--- src/rtl/sdr_rf_pkg.sv ---
package sdr_rf_pkg;

    typedef enum logic [3:0] {
        ST_IDLE,
        ST_REQ,
        ST_PRE,
        ST_TRP,
        ST_REF,
        ST_TRFC,
        ST_ENTER,
        ST_LP,
        ST_EXIT
    } seq_state_e;

    typedef enum logic {
        JOB_AUTO,
        JOB_LOWPWR
    } job_e;

    typedef struct packed {
        logic cke;
        logic cs_n;
        logic ras_n;
        logic cas_n;
        logic we_n;
        logic a10;
    } sd_pins_t;

endpackage

--- src/rtl/sdr_rf_interval.sv ---
module sdr_rf_interval #(
    parameter int W = 16
) (
    input  logic         clk,
    input  logic         rst_n,
    input  logic         run,
    input  logic [W-1:0] interval,
    input  logic         take,
    output logic         pending
);

    typedef struct packed {
        logic [W-1:0] cnt;
        logic         pend;
    } ivl_regs_t;

    ivl_regs_t r_d, r_q;
    logic      hit;

    always_comb begin
        r_d = r_q;
        hit = run && (r_q.cnt == interval);
        if (!run) begin
            r_d.cnt  = '0;
            r_d.pend = 1'b0;
        end else begin
            r_d.cnt = hit ? '0 : r_q.cnt + W'(1);
            if (hit) begin
                r_d.pend = 1'b1;
            end else if (take) begin
                r_d.pend = 1'b0;
            end
        end
    end

    always_ff @(posedge clk or negedge rst_n) begin
        if (!rst_n) begin
            r_q <= '0;
        end else begin
            r_q <= r_d;
        end
    end

    assign pending = r_q.pend;

    // a match under a steady interval restarts the count
    a_r3_count_wraps: assert property (@(posedge clk) disable iff (!rst_n)
        (run && r_q.cnt == interval) |=> (r_q.cnt == '0));

endmodule

--- src/rtl/sdr_rf_delay.sv ---
module sdr_rf_delay #(
    parameter int W = 4
) (
    input  logic         clk,
    input  logic         rst_n,
    input  logic         load,
    input  logic [W-1:0] load_val,
    output logic         zero
);

    logic [W-1:0] cnt_d, cnt_q;

    always_comb begin
        cnt_d = cnt_q;
        if (load) begin
            cnt_d = load_val;
        end else if (cnt_q != '0) begin
            cnt_d = cnt_q - W'(1);
        end
    end

    always_ff @(posedge clk or negedge rst_n) begin
        if (!rst_n) begin
            cnt_q <= '0;
        end else begin
            cnt_q <= cnt_d;
        end
    end

    assign zero = (cnt_q == '0);

    // without a reload the wait counter falls by one each clock
    a_r5_counts_down: assert property (@(posedge clk) disable iff (!rst_n)
        (!load && cnt_q != '0) |=> (cnt_q == $past(cnt_q) - W'(1)));

endmodule

--- src/rtl/sdr_rf_cmd_enc.sv ---
module sdr_rf_cmd_enc
    import sdr_rf_pkg::*;
(
    input  seq_state_e state,
    input  logic       deep,
    output sd_pins_t   pins,
    output logic       req,
    output logic       busy
);

    always_comb begin
        pins = '{cke: 1'b1, cs_n: 1'b0, ras_n: 1'b1, cas_n: 1'b1, we_n: 1'b1, a10: 1'b0};
        unique case (state)
            ST_PRE: begin
                pins.ras_n = 1'b0;
                pins.we_n  = 1'b0;
                pins.a10   = 1'b1;
            end
            ST_REF: begin
                pins.ras_n = 1'b0;
                pins.cas_n = 1'b0;
            end
            ST_ENTER: begin
                pins.cke = 1'b0;
                if (deep) begin
                    pins.we_n = 1'b0;
                end else begin
                    pins.ras_n = 1'b0;
                    pins.cas_n = 1'b0;
                end
            end
            ST_LP: begin
                pins.cke = 1'b0;
            end
            default: begin
            end
        endcase
        req  = (state != ST_IDLE);
        busy = (state != ST_IDLE) && (state != ST_REQ);
    end

endmodule

--- src/rtl/sdram_refresh_seq.sv ---
module sdram_refresh_seq
    import sdr_rf_pkg::*;
#(
    parameter int IVL_W = 16,
    parameter int T_RP  = 3,
    parameter int T_RFC = 8,
    parameter int T_XSR = 10
) (
    input  logic             clk,
    input  logic             rst_n,
    input  logic             ctl_refresh_en,
    input  logic             ctl_selfref,
    input  logic             ctl_deep,
    input  logic             ctl_lowfreq,
    input  logic [IVL_W-1:0] refresh_interval,
    input  logic             arb_grant,
    output logic             rf_req,
    output logic             sd_busy,
    output logic             sd_cke,
    output logic             sd_cs_n,
    output logic             sd_ras_n,
    output logic             sd_cas_n,
    output logic             sd_we_n,
    output logic             sd_a10,
    output logic             edge_sel
);

    localparam int DLY_MAX = (T_RP > T_RFC) ? ((T_RP > T_XSR) ? T_RP : T_XSR)
                                            : ((T_RFC > T_XSR) ? T_RFC : T_XSR);
    localparam int DLY_W = $clog2(DLY_MAX + 1);
    localparam logic [DLY_W-1:0] LD_RP  = DLY_W'(T_RP - 1);
    localparam logic [DLY_W-1:0] LD_RFC = DLY_W'(T_RFC - 1);
    localparam logic [DLY_W-1:0] LD_XSR = DLY_W'(T_XSR - 1);

    typedef struct packed {
        seq_state_e state;
        job_e       job;
        logic       deep;
        logic       edge_fall;
    } seq_regs_t;

    seq_regs_t        r_d, r_q;
    logic             auto_mode;
    logic             lp_want;
    logic             exit_lp;
    logic             pending;
    logic             take;
    logic             dly_load;
    logic [DLY_W-1:0] dly_val;
    logic             dly_zero;
    sd_pins_t         pins;

    assign auto_mode = ctl_refresh_en && !ctl_selfref;
    assign lp_want   = ctl_refresh_en && ctl_selfref;
    assign exit_lp   = !lp_want || (r_q.deep && !ctl_deep);

    sdr_rf_interval #(.W(IVL_W)) u_interval (
        .clk      (clk),
        .rst_n    (rst_n),
        .run      (auto_mode),
        .interval (refresh_interval),
        .take     (take),
        .pending  (pending)
    );

    sdr_rf_delay #(.W(DLY_W)) u_delay (
        .clk      (clk),
        .rst_n    (rst_n),
        .load     (dly_load),
        .load_val (dly_val),
        .zero     (dly_zero)
    );

    always_comb begin
        r_d           = r_q;
        r_d.edge_fall = ctl_lowfreq;
        take          = 1'b0;
        dly_load      = 1'b0;
        dly_val       = '0;
        unique case (r_q.state)
            ST_IDLE: begin
                if (lp_want) begin
                    r_d.state = ST_REQ;
                    r_d.job   = JOB_LOWPWR;
                end else if (pending && auto_mode) begin
                    r_d.state = ST_REQ;
                    r_d.job   = JOB_AUTO;
                    take      = 1'b1;
                end
            end
            ST_REQ: begin
                if (arb_grant) begin
                    r_d.state = ST_PRE;
                end
            end
            ST_PRE: begin
                dly_load  = 1'b1;
                dly_val   = LD_RP;
                r_d.state = ST_TRP;
            end
            ST_TRP: begin
                if (dly_zero) begin
                    if (r_q.job == JOB_AUTO) begin
                        r_d.state = ST_REF;
                    end else begin
                        r_d.state = ST_ENTER;
                        r_d.deep  = ctl_deep;
                    end
                end
            end
            ST_REF: begin
                dly_load  = 1'b1;
                dly_val   = LD_RFC;
                r_d.state = ST_TRFC;
            end
            ST_TRFC: begin
                if (dly_zero) begin
                    r_d.state = ST_IDLE;
                end
            end
            ST_ENTER: begin
                r_d.state = ST_LP;
            end
            ST_LP: begin
                if (exit_lp) begin
                    dly_load  = 1'b1;
                    dly_val   = LD_XSR;
                    r_d.state = ST_EXIT;
                end
            end
            ST_EXIT: begin
                if (dly_zero) begin
                    r_d.state = ST_IDLE;
                    r_d.deep  = 1'b0;
                end
            end
            default: begin
                r_d.state = ST_IDLE;
            end
        endcase
    end

    always_ff @(posedge clk or negedge rst_n) begin
        if (!rst_n) begin
            r_q <= '{state: ST_IDLE, job: JOB_AUTO, deep: 1'b0, edge_fall: 1'b0};
        end else begin
            r_q <= r_d;
        end
    end

    sdr_rf_cmd_enc u_enc (
        .state (r_q.state),
        .deep  (r_q.deep),
        .pins  (pins),
        .req   (rf_req),
        .busy  (sd_busy)
    );

    assign sd_cke   = pins.cke;
    assign sd_cs_n  = pins.cs_n;
    assign sd_ras_n = pins.ras_n;
    assign sd_cas_n = pins.cas_n;
    assign sd_we_n  = pins.we_n;
    assign sd_a10   = pins.a10;
    assign edge_sel = r_q.edge_fall;

    // with refresh off an idle sequencer stays idle
    a_r2_idle_when_off: assert property (@(posedge clk) disable iff (!rst_n)
        (!ctl_refresh_en && r_q.state == ST_IDLE) |=> (r_q.state == ST_IDLE));

    // a sampled grant brings precharge-all on the next clock
    a_r4_pre_after_grant: assert property (@(posedge clk) disable iff (!rst_n)
        (r_q.state == ST_REQ && arb_grant) |=>
        (!sd_cs_n && !sd_ras_n && sd_cas_n && !sd_we_n && sd_a10 && sd_busy));

    // busy only falls at the end of a timed wait
    a_r6_busy_falls_late: assert property (@(posedge clk) disable iff (!rst_n)
        $fell(sd_busy) |-> ($past(r_q.state) == ST_TRFC || $past(r_q.state) == ST_EXIT));

    // clock enable remains low until an exit condition appears
    a_r9_cke_held_low: assert property (@(posedge clk) disable iff (!rst_n)
        (!sd_cke && !exit_lp) |=> !sd_cke);

    // an exit condition raises clock enable on the next clock with busy kept
    a_r10_cke_up_on_exit: assert property (@(posedge clk) disable iff (!rst_n)
        (r_q.state == ST_LP && exit_lp) |=> (sd_cke && sd_busy));

endmodule

--- config.mk ---
export PLATFORM = sky130hd
export DESIGN_NAME = sdram_refresh_seq
export DESIGN_NICKNAME = d
export VERILOG_FILES = /design/src/rtl/sdr_rf_pkg.sv /design/src/rtl/sdr_rf_interval.sv /design/src/rtl/sdr_rf_delay.sv /design/src/rtl/sdr_rf_cmd_enc.sv /design/src/rtl/sdram_refresh_seq.sv
export SDC_FILE = /design/constraint.sdc
export NUM_CORES = 1
export LEC_CHECK = 0
export BUFFER_PORTS_ARGS = -buffer_cell sky130_fd_sc_hd__buf_2
export CAP_MARGIN = 20
export CORE_MARGIN = 2
export CORE_UTILIZATION = 31
export DETAILED_ROUTE_END_ITERATION = 12
export SKIP_CTS_REPAIR_TIMING = 1
export SLEW_MARGIN = 20
export SYNTH_ARGS = -nofsm -noshare
export SYNTH_HDL_FRONTEND = slang
export SYNTH_HIERARCHICAL = 1
export SYNTH_SLANG_ARGS = --single-unit
--- constraint.sdc ---
create_clock -name clk -period 2.2 [get_ports clk]
set_clock_uncertainty 0.15 [all_clocks]
set_input_delay 0 -clock clk [delete_from_list [all_inputs] [get_ports clk]]
set_output_delay 0 -clock clk [all_outputs]
set_load 0.02 [all_outputs]
== Word-level counts from Yosys, hierarchy flattened ==
Cells that the tools add are included.
Widths: inputs -> output; s select.

* Mux-type cells: 32
* Reduce and logical (&&, ||, !) cells: 23
* Add/sub/neg operators: 2
* Equality and inequality tests: 18

{| class="wikitable"
|+ Operator list
! operator !! count
|-
| $pmux 4 s8 || 1
|-
| $mux 4 || 7
|-
| $mux 17 || 1
|-
| $add 16x1->16 const B || 1
|-
| $eq 16x16->1 || 1
|-
| $eq 4x3->1 const B || 4
|-
| $mux 16 || 1
|-
| $mux 1 || 12
|-
| $pmux 4 s3 || 1
|-
| $mux 5 || 2
|-
| $ne 2x2->1 const B || 5
|-
| $pmux 1 s2 || 5
|-
| $eq 4x2->1 const B || 2
|-
| $logic_not 4->1 || 2
|-
| $reduce_bool 4->1 || 2
|-
| $logic_and 1x1->1 || 6
|-
| $reduce_bool 2->1 || 3
|-
| $reduce_or 2->1 || 3
|-
| $reduce_and 5->1 || 1
|-
| $eq 4x1->1 const B || 1
|-
| $eq 4x4->1 const B || 1
|-
| $mux 2 || 2
|-
| $ne 4x1->1 const B || 1
|-
| $reduce_and 4->1 || 1
|-
| 7 further kinds || 9
|}

* Output and inout port bits: 9
* Logic and storage cells: 82
* Flip-flop bits (word level): 28
* Input bits: 23

== Logic depth before layout (Yosys ltp) ==
Gate-level depths: netlist of run 1.

* Depth in word-level cells: 9
* Mapped depth: 7
* Gate-level depth less buffers: 6

== Hierarchy ==
The synthesis of run 1 kept the hierarchy.

{| class="wikitable"
|+ Modules (own cells, without submodules)
! module !! area each (µm²) !! cells an instance !! instances !! sequential area each (µm²)
|-
| sdr_rf_interval || 1,016.0 || 103 || 1 || 425.4
|-
| sdram_refresh_seq || 519.2 || 57 || 1 || 175.2
|-
| sdr_rf_delay || 234.0 || 22 || 1 || 100.1
|-
| sdr_rf_cmd_enc || 77.6 || 14 || 1 || 0.0
|}

== Worst setup path before layout of run 1 ==
No wires, ideal clock.

* Path type: reg2reg
* Start point: reg r_q[4] (netlist name)
* End point: reg u_delay.cnt_q[3]
* Setup slack: 310 ps
* Setup time: 126 ps
* Cell stages (with the launch flop): 8
* Data required time: 1,924 ps
* Path buffers: 2
* Data arrival time: 1,614 ps
* Period minus slack after synthesis: 1,890 ps
* Cells stage by stage: dfrtp_1 -> buf_6 -> xnor2_1 -> nor3_1 -> o21bai_1 -> clkbuf_1 -> nor3_1 -> a221o_1

{| class="wikitable"
|+ RTL lines
! element !! line !! source
|-
| end signal: assignment || sdr_rf_delay.sv:26 || <nowiki>cnt_q <= cnt_d;</nowiki>
|-
| end: declaration || sdr_rf_delay.sv:11 || <nowiki>logic [W-1:0] cnt_d, cnt_q;</nowiki>
|}

==> key figures, run 1 <==
GRT
  • First-pass GRT wire length: slightly above 6000 um
  • Initial antenna violation count: 0
  • Vias in the first global route: 1,288
  • Largest net degree at the start of global routing: 29
  • GR Overflow Total: 0
  • GRT Total Usage: 12.0%

STA
  • Least-Margin Pin Slew: 655 ps
  • Setup TNS: 0 ps
  • Final hold slack: between 100 and 150 ps
  • Peak Freq: 518 MHz
  • Final Hold Fails: 0
  • Final setup fails: 0
  • Period utilization: between 80% and 90%
  • Post-layout min period: 1930 ps
  • RSZ-0062 raised after global routing: false
  • Max-slew violation count: 0
  • Slew margin rel.: 56.3%

Finish
  • Final-layout fill cell count: approximately 580
  • Antenna Cells: 0
  • NumNets Final: 259
  • Layout cells sized above 1: 22.3%
  • Synth-to-layout area growth: 17.8%
  • Final instance area: 2170 um2
  • Post-route core utilization: 37.2%

CTS
  • Clock Latency Late Sink: 280 ps
  • Reg clk slew, reported paths: ~100 ps
  • Clk root buf: clkbuf_8
  • CTS tree: built
  • Clock Sinks: 28
  • Num CTS Buffers: 3
  • H-tree levels: 1
  • Max clock buf depth: 2

Route
  • DR pass1 iterations: 4
  • Drt total wl: 3800 um
  • Initial DRC Count: between 100 and 150
  • Vias: 1,498
  • Final ANT Viol Nets: 0
  • DR WL/cell: 12.3 um
  • Vias/cell: 4.86
  • Drt drc: 0

Logic synthesis
  • Avg Inst Size Synth: roughly 9.4 um2
  • Synth Flop Type: dfrtp_1
  • Synth cell types: 50
  • Yosys top cell by area: dfrtp_1
  • Proportion of netlist area held by the largest area contributor: 37.9%
  • Seq/Total Area, Yosys: 37.9%
  • Netlist Area Pre-Place: between 1500 and 2000 um2
  • Synthesized flop and latch total: 28
  • Top cells by area, synth: dfrtp_1 38%, xnor2_1 13%, nor2_1 3.7%, nand2_1 3.0%, nand3_1 2.7%
  • Post-synth EDFFs: 0
  • Post-synth net total: around 220
  • Yosys warning count: 6
  • Post-synth ARST share: between 90% and 100%
  • Cells after synthesis: 196

Worst setup path
  • Slowest CP cell: dfrtp_1
  • Crit path buf inv count: 0
  • Critical path depth: 4
  • Slowest stage delay, CP: 520 ps
  • FF-to-FF path depth: 4
  • Startpoint class of the critical path: register
  • Cell family with most CP delay: compound AO/OA/AOI/OAI gates
  • Crit-path max FO: 13
  • Reg2reg setup slack: 270 ps
  • CP Cell Sequence: nand3b_4 -> o21bai_1 -> nor3_1 -> a221o_1
  • RR Startpoint: r_q[6]
  • Worst EP required: 2210 ps
  • Element type at the critical path end: register
  • WS Path Type: register to register
  • Worst Setup SP: r_q[6]
  • WP data arrival: ~1900 ps

Power and ir drop
  • Sw frac: 40.3%
  • Worst-case vdd ir drop: 393 uV
  • P_leak: 0.867 nW
  • Int Power: roughly 1.2 mW
  • Clock share of power: 16.4%
  • P_sw: ~0.80 mW
  • Comb power frac: 47.9%
  • Sequential share of power: 35.7%
  • Pwr dens: ~910 nW/um2

Hold path
  • HP Class: input pin to async pin

Place
  • GPL Wtd Cong: 0.784
  • Port Buffer Count: 30
  • Dpl cell area: around 2100 um2
  • Detailed Place HPWL: 2850 um

Floorplan
  • Die span in y: 81.2 um
  • Initial Util: roughly a third
  • Core area: 5850 um2
  • Die area: 6590 um2
  • IO Pins: 32
  • Die X: 81.2 um
  • # rows: 28

Run
  • # Max-Cap Violations: 0

Outcome
  • Status: completed
[through the flow]
stage / instances / total power, mW / setup WS (ps)
floorplan: 196 / 1.47 / 310
global placement: 298 / 1.66 / 352
detailed placement: 298 / 1.67 / 295
CTS: 302 / 2.00 / 285
global route: 308 / 2.16 / 139
finish: 308 / 1.98 / 270
[final cells by class]
cell class | instances | area (um2) | share of cell area [%]
multi-input combinational | 152 | 1050 | 48.2
clock buffer | 4 | 55.1 | 2.53
tap | 75 | 93.8 | 4.32
inverter | 8 | 30.0 | 1.38
timing repair buffer | 41 | 248 | 11.4
sequential | 28 | 701 | 32.2
[cell usage after synthesis (2+ instances only)]
cell type / instances
o21bai_1: 2
o21ai_1: 2
ha_1: 2
nand2b_1: 3
nor2b_1: 4
buf_6: 4
nand4_1: 5
dfrtp_1: 28
nand3b_1: 2
a32o_1: 2
nor4_1: 4
nor3_1: 7
buf_4: 2
o21ai_0: 8
mux2i_1: 3
xnor2_1: 27
or3_1: 5
nor2_1: 18
nor3b_1: 2
a21oi_1: 5
or2_2: 2
xor2_1: 2
nand3_1: 10
inv_1: 7
nand2_1: 15
[metal layers]
layer  track usage [%]  up-vias  part of all wire [%]
met5                 0        -                     0
met4              3.56        0                  0.87
met3              1.33        2                   2.6
met2              17.9       24                    46
met1              18.1      717                    50
li1                  -      755                     -
[cell families after synthesis]
logic type / synth area share, %
and+or+nand+nor: 27.9
AOI/OAI and AO/OA: 11.2
xor gates and xnor gates: 13.8
DFF: 37.9
buffers and inverters: 5.35
muxes: 2.24
adders and majority gates: 1.35
other: 0.203
[final timing paths]
check,to
max in group asynchronous,r_q[3]
min in group clk,u_interval/pending
worst max-delay path,u_delay/cnt_q[3]
worst min register to register,r_q[2]
worst max register to register,u_delay/cnt_q[3]
worst min-delay path,u_interval/r_q[15]
[flip-flops by register name, summed over array words and instances, names as in the netlist]
register,flops
u_interval/pending,1
u_delay/cnt_q,4
edge_sel,1
r_q,6
u_interval/r_q,16
[power by group through the flow]
| stage | Combinational [mW] | Sequential, mW | Clock [mW] |
|---|---|---|---|
| 2_1_floorplan | 0.784 | 0.687 | 0 |
| 3_3_place_gp | 0.940 | 0.715 | 0 |
| 3_5_place_dp | 0.948 | 0.718 | 0 |
| 4_1_cts | 0.950 | 0.708 | 0.342 |
| 5_1_grt | 1.08 | 0.725 | 0.361 |
| 6_report | 0.950 | 0.708 | 0.325 |
[placed cells by master (no fill, tap or decap), types with 6 or more instances in the layout]
| cell | n |
|---|---|
| dlygate4sd3_1 | 6 |
| nor2_1 | 18 |
| nand2_1 | 15 |
| buf_2 | 30 |
| xnor2_1 | 27 |
| nor3_1 | 7 |
| nand3_1 | 10 |
| o21ai_0 | 8 |
| inv_1 | 7 |
| dfrtp_1 | 28 |
Power figures use the tool's default switching activity.
==> run 2, diff against run 1 <==
CORE_UTILIZATION = 56   (was 31)
PLACE_DENSITY = 0.8   (was not set)
==> key figures, run 2 (synthesis gave the netlist of run 1 again) <==
Outcome
  • Status: completed

Route
  • Final ANT Viol Nets: 0
  • Drt total wl: around 3600 um
  • DR pass1 iterations: 4
  • DR WL/cell: roughly 13 um
  • Vias/cell: 5.36
  • Vias: 1,479
  • Drt drc: 0
  • Initial DRC Count: between 60 and 70

STA
  • Final Hold Fails: 0
  • Period utilization: 86.9%
  • Setup ws final: 288 ps
  • Max-slew violation count: 0
  • Setup TNS: 0 ps
  • RSZ-0062 raised after global routing: false
  • Final hold slack: 62.5 ps
  • Final setup fails: 0
  • Slew margin rel.: 57.9%
  • Post-layout min period: 1910 ps
  • Least-Margin Pin Slew: 631 ps
  • Peak Freq: 523 MHz

Hold path
  • HP Class: input pin to async pin

Floorplan
  • Die area: 3770 um2
  • Die span in y: 61.4 um
  • Core area: around 3100 um2
  • IO Pins: 32
  • # rows: 20
  • Initial Util: 59.5%
  • Die X: about 60 um

Finish
  • Commonest non-fill, non-tap cell in the layout: buf_2
  • Layout cells sized above 1: between 20% and 30%
  • Max reg flops: 16
  • Reg with most FFs: u_interval/r_q
  • NumNets Final: roughly 260
  • Antenna Cells: 0
  • Post-route core utilization: about 68%
  • Synth-to-layout area growth: 13.9%
  • Top flop regs: u_interval/r_q: 16 flops, r_q: 6 flops, u_delay/cnt_q: 4 flops
  • Most frequent cells in the layout: 30 x buf_2, 28 x dfrtp_1, 27 x xnor2_1

Worst setup path
  • Crit-path max FO: 5
  • Reg2reg setup slack: 290 ps
  • Element type at the critical path end: register
  • WP data arrival: 2020 ps
  • Worst EP required: 2310 ps
  • RR Startpoint: u_interval/r_q[1]
  • FF-to-FF path depth: 5
  • Reg-to-reg endpoint: u_interval/r_q[15]
  • Startpoint class of the critical path: register
  • WS Path Type: register to register

CTS
  • Clock Latency Late Sink: ~320 ps
  • H-tree levels: 1
  • Clk root buf: clkbuf_4
  • Max clock buf depth: 2
  • Clock Sinks: 28
  • Reg clk slew, reported paths: 150 ps
  • CTS tree: built
  • Num CTS Buffers: 3

GRT
  • Largest net degree at the start of global routing: 29
  • GRT Total Usage: 21.2%
  • GR Overflow Total: 0
  • First-pass GRT wire length: 6040 um
  • Vias in the first global route: 1,346
  • Initial antenna violation count: 0

Power and ir drop
  • P_leak: 0.853 nW
  • Worst-case vdd ir drop: 532 uV
  • PnR Total Power: 1.88 mW
  • Pwr dens: 893 nW/um2

Place
  • Port Buffer Count: 30
  • GPL Wtd Cong: 0.827
  • Detailed Place HPWL: ~2700 um
  • DP Worst Slack: 319 ps

Run
  • # Max-Cap Violations: 0
## run 2: where the power goes
group	internal (mW)	total, mW	switching (mW)
Combinational	0.427	0.939	0.511
Sequential	0.600	0.729	0.129
Clock	0.0641	0.212	0.147
Total	1.09	1.88	0.788
## run 2: through the flow
| step | cells | instance area [um2] |
|---|---|---|
| 2_1_floorplan | 196 | 1850 |
| 3_3_place_gp | 267 | 2020 |
| 3_5_place_dp | 267 | 2020 |
| 4_1_cts | 270 | 2040 |
| 5_1_grt | 276 | 2100 |
| 6_report | 276 | 2100 |
## run 2: layout make-up
class	count	area, um2
timing repair buffer	41	248
tap	44	55.1
sequential	28	701
clock buffer	3	22.5
multi-input combinational	152	1050
inverter	8	30.0
fill	264	1000
## run 2: critical path: stages, from the launching register on
cell     delay, ps
dfrtp_1        440
ha_1           260
nand3_1        150
or2_2          330
or3_1          350
a21oi_1        160
## run 2: per-layer routing
metal	part of all wire, %	track usage [%]
met5	0	0
met1	50	32.5
met3	2.8	2.10
met4	0.58	5.78
met2	46	32.1
## run 2: worst max path at each step
stage / to / start / slack [ps]
after floorplan: u_delay/cnt_q[3] / r_q[4] / 310
after global placement: u_delay/cnt_q[3] / r_q[4] / 370
after detailed placement: u_delay/cnt_q[3] / r_q[4] / 320
after CTS: u_interval/r_q[15] / u_interval/r_q[1] / 290
after global routing: u_delay/cnt_q[3] / r_q[4] / 110
final: u_interval/r_q[15] / u_interval/r_q[1] / 290
